<file path="config.mk">
export PLATFORM = sky130hd
export DESIGN_NAME = seg_page_xlate
export DESIGN_NICKNAME = d
export VERILOG_FILES = /design/src/rtl/xlate_pkg.sv /design/src/rtl/xlate_addr_gen.sv /design/src/rtl/xlate_check.sv /design/src/rtl/seg_page_xlate.sv
export SDC_FILE = /design/constraint.sdc
export NUM_CORES = 1
export LEC_CHECK = 0
export BUFFER_PORTS_ARGS = -buffer_cell sky130_fd_sc_hd__buf_4
export CAP_MARGIN = 20
export CORE_MARGIN = 5
export CORE_UTILIZATION = 24
export CTS_CLUSTER_SIZE = 14
export DETAILED_ROUTE_END_ITERATION = 8
export GPL_TIMING_DRIVEN = 0
export PLACE_DENSITY = 0.39
export SYNTH_ARGS = -nofsm -noshare
export SYNTH_HDL_FRONTEND = slang
export SYNTH_SLANG_ARGS = --single-unit
</file>
<file path="constraint.sdc">
create_clock -name clk -period 4.1 [get_ports clk]
set_input_delay 0.82 -clock clk [delete_from_list [all_inputs] [get_ports clk]]
set_output_delay 0.82 -clock clk [all_outputs]
set_load 0.02 [all_outputs]
</file>
<file path="src/rtl/xlate_pkg.sv">
package xlate_pkg;

    typedef enum logic [2:0] {
        XS_OK        = 3'd0,
        XS_SEG_MISS  = 3'd1,
        XS_PROT      = 3'd2,
        XS_BOUNDS    = 3'd3,
        XS_PAGE_MISS = 3'd4
    } xl_status_e;

    typedef enum logic [1:0] {
        AK_READ  = 2'd0,
        AK_WRITE = 2'd1,
        AK_EXEC  = 2'd2,
        AK_BAD   = 2'd3
    } acc_kind_e;

    typedef enum logic [2:0] {
        ST_IDLE,
        ST_DESC_REQ,
        ST_DESC_WAIT,
        ST_PTE_REQ,
        ST_PTE_WAIT,
        ST_REPLY
    } walk_state_e;

endpackage

</file>
<file path="src/rtl/xlate_addr_gen.sv">
module xlate_addr_gen #(
    parameter int SEG_W = 18,
    parameter int PG_W  = 6,
    parameter int PA_W  = 24
) (
    input  logic [PA_W-1:0]  tbl_base,
    input  logic [SEG_W-1:0] seg_num,
    input  logic [PA_W-1:0]  pt_base,
    input  logic [PG_W-1:0]  page_num,
    input  logic             pick_pte,
    output logic [PA_W-1:0]  rd_addr
);

    logic [PA_W-1:0] desc_addr;
    logic [PA_W-1:0] pte_addr;

    always_comb begin
        desc_addr = tbl_base + PA_W'(seg_num);
        pte_addr  = pt_base + PA_W'(page_num);
        rd_addr   = pick_pte ? pte_addr : desc_addr;
    end

endmodule

</file>
<file path="src/rtl/xlate_check.sv">
module xlate_check
    import xlate_pkg::*;
#(
    parameter int PG_W  = 6,
    parameter int LEN_W = PG_W + 1
) (
    input  logic             seg_present,
    input  logic             may_read,
    input  logic             may_write,
    input  logic             may_exec,
    input  logic [LEN_W-1:0] seg_len,
    input  logic [PG_W-1:0]  page_num,
    input  logic [1:0]       kind,
    output xl_status_e       verdict
);

    logic allowed;
    logic out_of_range;

    always_comb begin
        unique case (acc_kind_e'(kind))
            AK_READ:  allowed = may_read;
            AK_WRITE: allowed = may_write;
            AK_EXEC:  allowed = may_exec;
            default:  allowed = 1'b0;
        endcase
        out_of_range = LEN_W'(page_num) >= seg_len;

        if (!seg_present) begin
            verdict = XS_SEG_MISS;
        end else if (!allowed) begin
            verdict = XS_PROT;
        end else if (out_of_range) begin
            verdict = XS_BOUNDS;
        end else begin
            verdict = XS_OK;
        end
    end

endmodule

</file>
<file path="src/rtl/seg_page_xlate.sv">
module seg_page_xlate
    import xlate_pkg::*;
#(
    parameter int SEG_W = 18,
    parameter int PG_W  = 6,
    parameter int OFF_W = 10,
    parameter int PA_W  = 24,
    parameter int DW    = 36
) (
    input  logic                        clk,
    input  logic                        rst_n,
    input  logic [PA_W-1:0]             desc_base,
    input  logic                        req_valid,
    output logic                        req_ready,
    input  logic [SEG_W+PG_W+OFF_W-1:0] req_vaddr,
    input  logic [1:0]                  req_kind,
    output logic                        mem_rd_en,
    output logic [PA_W-1:0]             mem_rd_addr,
    input  logic                        mem_rd_valid,
    input  logic [DW-1:0]               mem_rd_data,
    output logic                        rsp_valid,
    output logic [2:0]                  rsp_status,
    output logic [PA_W-1:0]             rsp_paddr
);

    localparam int VA_W     = SEG_W + PG_W + OFF_W;
    localparam int LEN_W    = PG_W + 1;
    localparam int PG_LSB   = OFF_W;
    localparam int SEG_LSB  = OFF_W + PG_W;
    localparam int BIT_PRES = DW - 1;
    localparam int BIT_R    = DW - 2;
    localparam int BIT_W    = DW - 3;
    localparam int BIT_X    = DW - 4;
    localparam int LEN_LSB  = PA_W;
    localparam int LEN_MSB  = PA_W + LEN_W - 1;
    localparam int DRSV_MSB = DW - 5;
    localparam int PRSV_MSB = DW - 2;

    walk_state_e state_q, state_d;

    logic [VA_W-1:0]  vaddr_q;
    logic [1:0]       kind_q;
    logic [PA_W-1:0]  ptbase_q;
    xl_status_e       status_q;
    logic [PA_W-1:0]  paddr_q;

    logic [SEG_W-1:0] seg_f;
    logic [PG_W-1:0]  page_f;
    logic [OFF_W-1:0] off_f;
    xl_status_e       desc_verdict;
    logic             accept;

    assign seg_f  = vaddr_q[VA_W-1:SEG_LSB];
    assign page_f = vaddr_q[SEG_LSB-1:PG_LSB];
    assign off_f  = vaddr_q[OFF_W-1:0];
    assign accept = req_valid && req_ready;

    xlate_addr_gen #(
        .SEG_W (SEG_W),
        .PG_W  (PG_W),
        .PA_W  (PA_W)
    ) addr_gen_i (
        .tbl_base (desc_base),
        .seg_num  (seg_f),
        .pt_base  (ptbase_q),
        .page_num (page_f),
        .pick_pte (state_q == ST_PTE_REQ),
        .rd_addr  (mem_rd_addr)
    );

    xlate_check #(
        .PG_W  (PG_W),
        .LEN_W (LEN_W)
    ) check_i (
        .seg_present (mem_rd_data[BIT_PRES]),
        .may_read    (mem_rd_data[BIT_R]),
        .may_write   (mem_rd_data[BIT_W]),
        .may_exec    (mem_rd_data[BIT_X]),
        .seg_len     (mem_rd_data[LEN_MSB:LEN_LSB]),
        .page_num    (page_f),
        .kind        (kind_q),
        .verdict     (desc_verdict)
    );

    // next-state logic
    always_comb begin
        state_d = state_q;
        unique case (state_q)
            ST_IDLE:      if (req_valid) state_d = ST_DESC_REQ;
            ST_DESC_REQ:  state_d = ST_DESC_WAIT;
            ST_DESC_WAIT: begin
                if (mem_rd_valid) begin
                    state_d = (desc_verdict != XS_OK) ? ST_REPLY : ST_PTE_REQ;
                end
            end
            ST_PTE_REQ:   state_d = ST_PTE_WAIT;
            ST_PTE_WAIT:  if (mem_rd_valid) state_d = ST_REPLY;
            ST_REPLY:     state_d = ST_IDLE;
            default:      state_d = ST_IDLE;
        endcase
    end

    // state register
    always_ff @(posedge clk or negedge rst_n) begin
        if (!rst_n) begin
            state_q <= ST_IDLE;
        end else begin
            state_q <= state_d;
        end
    end

    // walk datapath registers
    always_ff @(posedge clk or negedge rst_n) begin
        if (!rst_n) begin
            vaddr_q  <= '0;
            kind_q   <= '0;
            ptbase_q <= '0;
            status_q <= XS_OK;
            paddr_q  <= '0;
        end else begin
            if (accept) begin
                vaddr_q <= req_vaddr;
                kind_q  <= req_kind;
            end
            if (state_q == ST_DESC_WAIT && mem_rd_valid) begin
                ptbase_q <= mem_rd_data[PA_W-1:0];
                status_q <= desc_verdict;
                paddr_q  <= '0;
            end
            if (state_q == ST_PTE_WAIT && mem_rd_valid) begin
                if (mem_rd_data[BIT_PRES]) begin
                    status_q <= XS_OK;
                    paddr_q  <= mem_rd_data[PA_W-1:0] + PA_W'(off_f);
                end else begin
                    status_q <= XS_PAGE_MISS;
                    paddr_q  <= '0;
                end
            end
        end
    end

    // outputs
    always_comb begin
        req_ready  = (state_q == ST_IDLE);
        mem_rd_en  = (state_q == ST_DESC_REQ) || (state_q == ST_PTE_REQ);
        rsp_valid  = (state_q == ST_REPLY);
        rsp_status = status_q;
        rsp_paddr  = paddr_q;
    end


    taken_then_busy_chk: assert property (@(posedge clk) disable iff (!rst_n)
        accept |=> !req_ready);


    read_only_when_busy_chk: assert property (@(posedge clk) disable iff (!rst_n)
        mem_rd_en |-> !req_ready);


    accept_starts_read_chk: assert property (@(posedge clk) disable iff (!rst_n)
        accept |=> mem_rd_en);


    seg_miss_reply_chk: assert property (@(posedge clk) disable iff (!rst_n)
        (state_q == ST_DESC_WAIT && mem_rd_valid && !mem_rd_data[BIT_PRES])
        |=> (rsp_valid && rsp_status == 3'd1 && !mem_rd_en));


    reply_pulse_chk: assert property (@(posedge clk) disable iff (!rst_n)
        rsp_valid |=> !rsp_valid);


    fault_zero_addr_chk: assert property (@(posedge clk) disable iff (!rst_n)
        (rsp_valid && rsp_status != 3'd0) |-> (rsp_paddr == '0));


    desc_reserved_zero_chk: assert property (@(posedge clk) disable iff (!rst_n)
        (state_q == ST_DESC_WAIT && mem_rd_valid) |-> (mem_rd_data[DRSV_MSB:LEN_MSB+1] == '0));


    pte_reserved_zero_chk: assert property (@(posedge clk) disable iff (!rst_n)
        (state_q == ST_PTE_WAIT && mem_rd_valid) |-> (mem_rd_data[PRSV_MSB:PA_W] == '0));

endmodule

</file>
==> run_results.csv <==
group,metric,value,unit
setup_path,crit_required,3.28,ns
floorplan,dieHeight,170,µm
detailed_routing,num_vias,5220,
floorplan,rows,58,
logic_synthesis,syn-num-nets,785,
power_and_ir_drop,vdd_drop_max,0.244,mV
timing,min_period,3.90,ns
power_and_ir_drop,power.leakage,0.00361,µW
timing,finalHoldViolations,0,
clock_tree,clock-sinks,90,
floorplan,io_pins,154,
power_and_ir_drop,p_per_area,811,mW/mm²
timing,rsz0062_at_grt,"false",
detailed_routing,ant_nets,0,
setup_path,worstPathArrival,3.08,ns
place,place.gp.congestion,0.850,
detailed_routing,wirelength,20000,µm
logic_synthesis,yosysWarnings,0,
place,placed_area,0.00770,mm²
finish,nets,949,
logic_synthesis,synth_area,0.00611,mm²
setup_path,cp_max_fo,6,
place,dp_hpwl,16400,µm
floorplan,die_w,170,µm
setup_path,cpMostUsedCell,"buf_4",
place,portBuffers,152,
floorplan,start_util,24.4,%
setup_path,crit_buf_inv,3,
clock_tree,clk_transition_reported_paths,0.07,ns
logic_synthesis,synth.distinct_cells,62,
global_routing,grt_pass1_wl,31300,µm
detailed_routing,dr.first_iter.drc_count,165,
timing,setup_viol_count_final,0,
setup_path,critPathLaunchType,"primary input",
timing,slew_viol_final,0,
global_routing,grt_start_max_net_pins,49,
floorplan,core,0.0251,mm²
finish,antenna_cells,0,
logic_synthesis,ys_seq_elements,90,
setup_path,cp-startpoint,"desc_base[0]",
logic_synthesis,synth_ff_type,"dfrtp_1",
logic_synthesis,syn_avg_cell_area,9.52,µm²
finish,finalInstanceArea,0.00800,mm²
timing,max_slew_margin,52.0,%
hold_path,hold_class,"primary input to async pin",
detailed_routing,drc,0,
global_routing,grt.total_usage,13.9,%
clock_tree,ctsHtreeMaxLevel,3,
timing,fin_skew,0.00619,ns
clock_tree,root_buffer,"clkbuf_16",
run_status,status,"complete, no violations",
setup_path,path_cells,"buf_4, ha_1, inv_1, fa_1, nor2b_1, o211ai_1, a31o_2, nand2_1, a221oi_4, or3_1, a31oi_1, buf_4",
timing,fmax,256,MHz
setup_path,worst_path_max_delay_cell,"fa_1",
setup_path,max_stage_delay,0.41,ns
setup_path,cp-end-kind,"primary output",
logic_synthesis,synth_edf_count,0,
job,maxCapViolations,0,
global_routing,grt_pass1_vias,5553,
floorplan,dieArea,0.0288,mm²
logic_synthesis,synth_cells,642,
finish,drive_above_1_share,30.6,%
clock_tree,clock_path_buffers,2,
timing,tns,0,ns
timing,tightest_slew,0.715,ns
timing,hold_slack,0.482,ns
clock_tree,cts_tree,"built",
timing,fin_crit_sh,95.1,%
finish,syn2layout_area_growth,30.8,%
global_routing,grt_overflow_total,0,
logic_synthesis,ys_seq_area_share,36.8,%
setup_path,cpLargestDelayFamily,"compound AO/OA/AOI/OAI gates",
clock_tree,numCtsBuffers,9,
setup_path,regToRegStartpoint,"vaddr_q[0]",
logic_synthesis,synthArstFlopShare,100,%
setup_path,worstSetupPathType,"primary input to primary output",
detailed_routing,dr.pass1.iters,4,
clock_tree,clkLatencyLatePin,0.35,ns
detailed_routing,viasPerCell,4.57,
detailed_routing,wire_per_inst,17.6,µm
global_routing,antenna_found_initial,0,
cell families (layout without fill, tap and decap cells):
| logic type | Yosys count | in the layout | synth area share (%) |
|---|---|---|---|
| XOR/XNOR | 61 | 61 | 8.74 |
| flip-flops | 90 | 90 | 36.8 |
| AND/OR/NAND/NOR | 186 | 186 | 14.4 |
| adder cells (fa/ha/maj) | 43 | 43 | 9.17 |
| multiplexers | 55 | 55 | 10.1 |
| buffers and inverters | 43 | 212 | 2.91 |
| AO/OA/AOI/OAI | 164 | 164 | 17.9 |
Yosys cell counts (8+ instances only):
master	n	area [µm²]
a21o_1	12	90.1
a21oi_1	46	230
buf_2	9	45.0
clkbuf_1	9	33.8
dfrtp_1	90	2250
ha_1	40	500
inv_1	22	82.6
mux2_2	52	586
nand2_1	73	274
nand3_1	16	80.1
nor2_1	41	154
nor2b_1	8	50.1
nor3_1	11	55.1
o21ai_0	41	205
o21ai_1	13	65.1
xnor2_1	27	236
xor2_1	34	298
state kept, by name (all words and copies together), names as in the netlist:
name and count:
vaddr_q 34, ptbase_q 24, rsp_paddr 24, rsp_status 3, state_q 3, kind_q 2
routing by layer:
layer | wire, µm | track usage (%) | vias to the layer above
met3 | 1240 | 3.66 | 15
met5 | 0 | 0 | -
met4 | 196 | 3.15 | 0
met2 | 8970 | 21.5 | 130
met1 | 9640 | 19.4 | 2456
li1 | - | - | 2619
area by class of cell:
class                           count  area, µm²
Buffer                             21       95.1
Sequential cell                    90       2250
Clock buffer                       10        239
Inverter                           22       82.6
Clock inverter                      6       48.8
Timing Repair Buffer              153       1170
Fill cell                        2685      17100
Multi-Input combinational cell    509       3700
Tap cell                          330        413
power breakdown:
group	total [µW]	internal [µW]	switching (µW)
sequential	1620	1300	323
combinational	4020	1730	2290
clock	839	436	402
total	6490	3470	3010
per-stage QoR:
step                total power (µW)  worst slack, ns  cells  util, %
floorplan                       4240            0.487    642        -
global placement                5650            0.240   1124     30.5
detailed placement              5680            0.178   1125     30.7
CTS                             6570            0.184   1141     31.8
global route                    7020           0.0337   1141     31.8
finish                          6490            0.200   1141     31.8
worst reg2reg max path: cells and delay by family, from the launching register on:
family,cells,cell delay [ns]
adder cells (fa/ha/maj),2,0.68
AO/OA/AOI/OAI,5,1.12
flip-flops,1,0.38
AND/OR/NAND/NOR,1,0.19
XOR/XNOR,1,0.17
cells in the final DEF, fill, tap and decap left out, drive strengths merged, types with 6 or more instances in the layout:
cell type  Yosys  layout
buf           11     164
dfrtp         90      90
nand2         74      74
o21ai         54      54
mux2          52      52
a21oi         48      48
nor2          42      42
ha            40      40
xor2          34      34
xnor2         27      27
inv           22      25
clkbuf        10      20
nand3         16      16
a21o          13      13
nor3          11      11
nor2b          8       8
nand4          7       7
a22o           6       6
path summary, 6_finish.rpt:
check | slack [ns] | to | cells after the start
max | 0.20 | mem_rd_addr[20] | 12
min | 0.48 | vaddr_q[2] | 1
max reg2reg | 1.43 | rsp_paddr[22] | 9
min reg2reg | 0.50 | rsp_paddr[11] | 2
max in group asynchronous | 2.96 | ptbase_q[21] | 2
min in group clk | 0.50 | rsp_paddr[11] | 2
what timing repair did:
item | in CTS | in global routing
hold buffers | 0 | 0
gates resized for setup | 0 | 1
buffers inserted | 0 | 0
setup endpoints to repair | 0 | 1
Note: power is estimated with default switching activity, not from simulation.
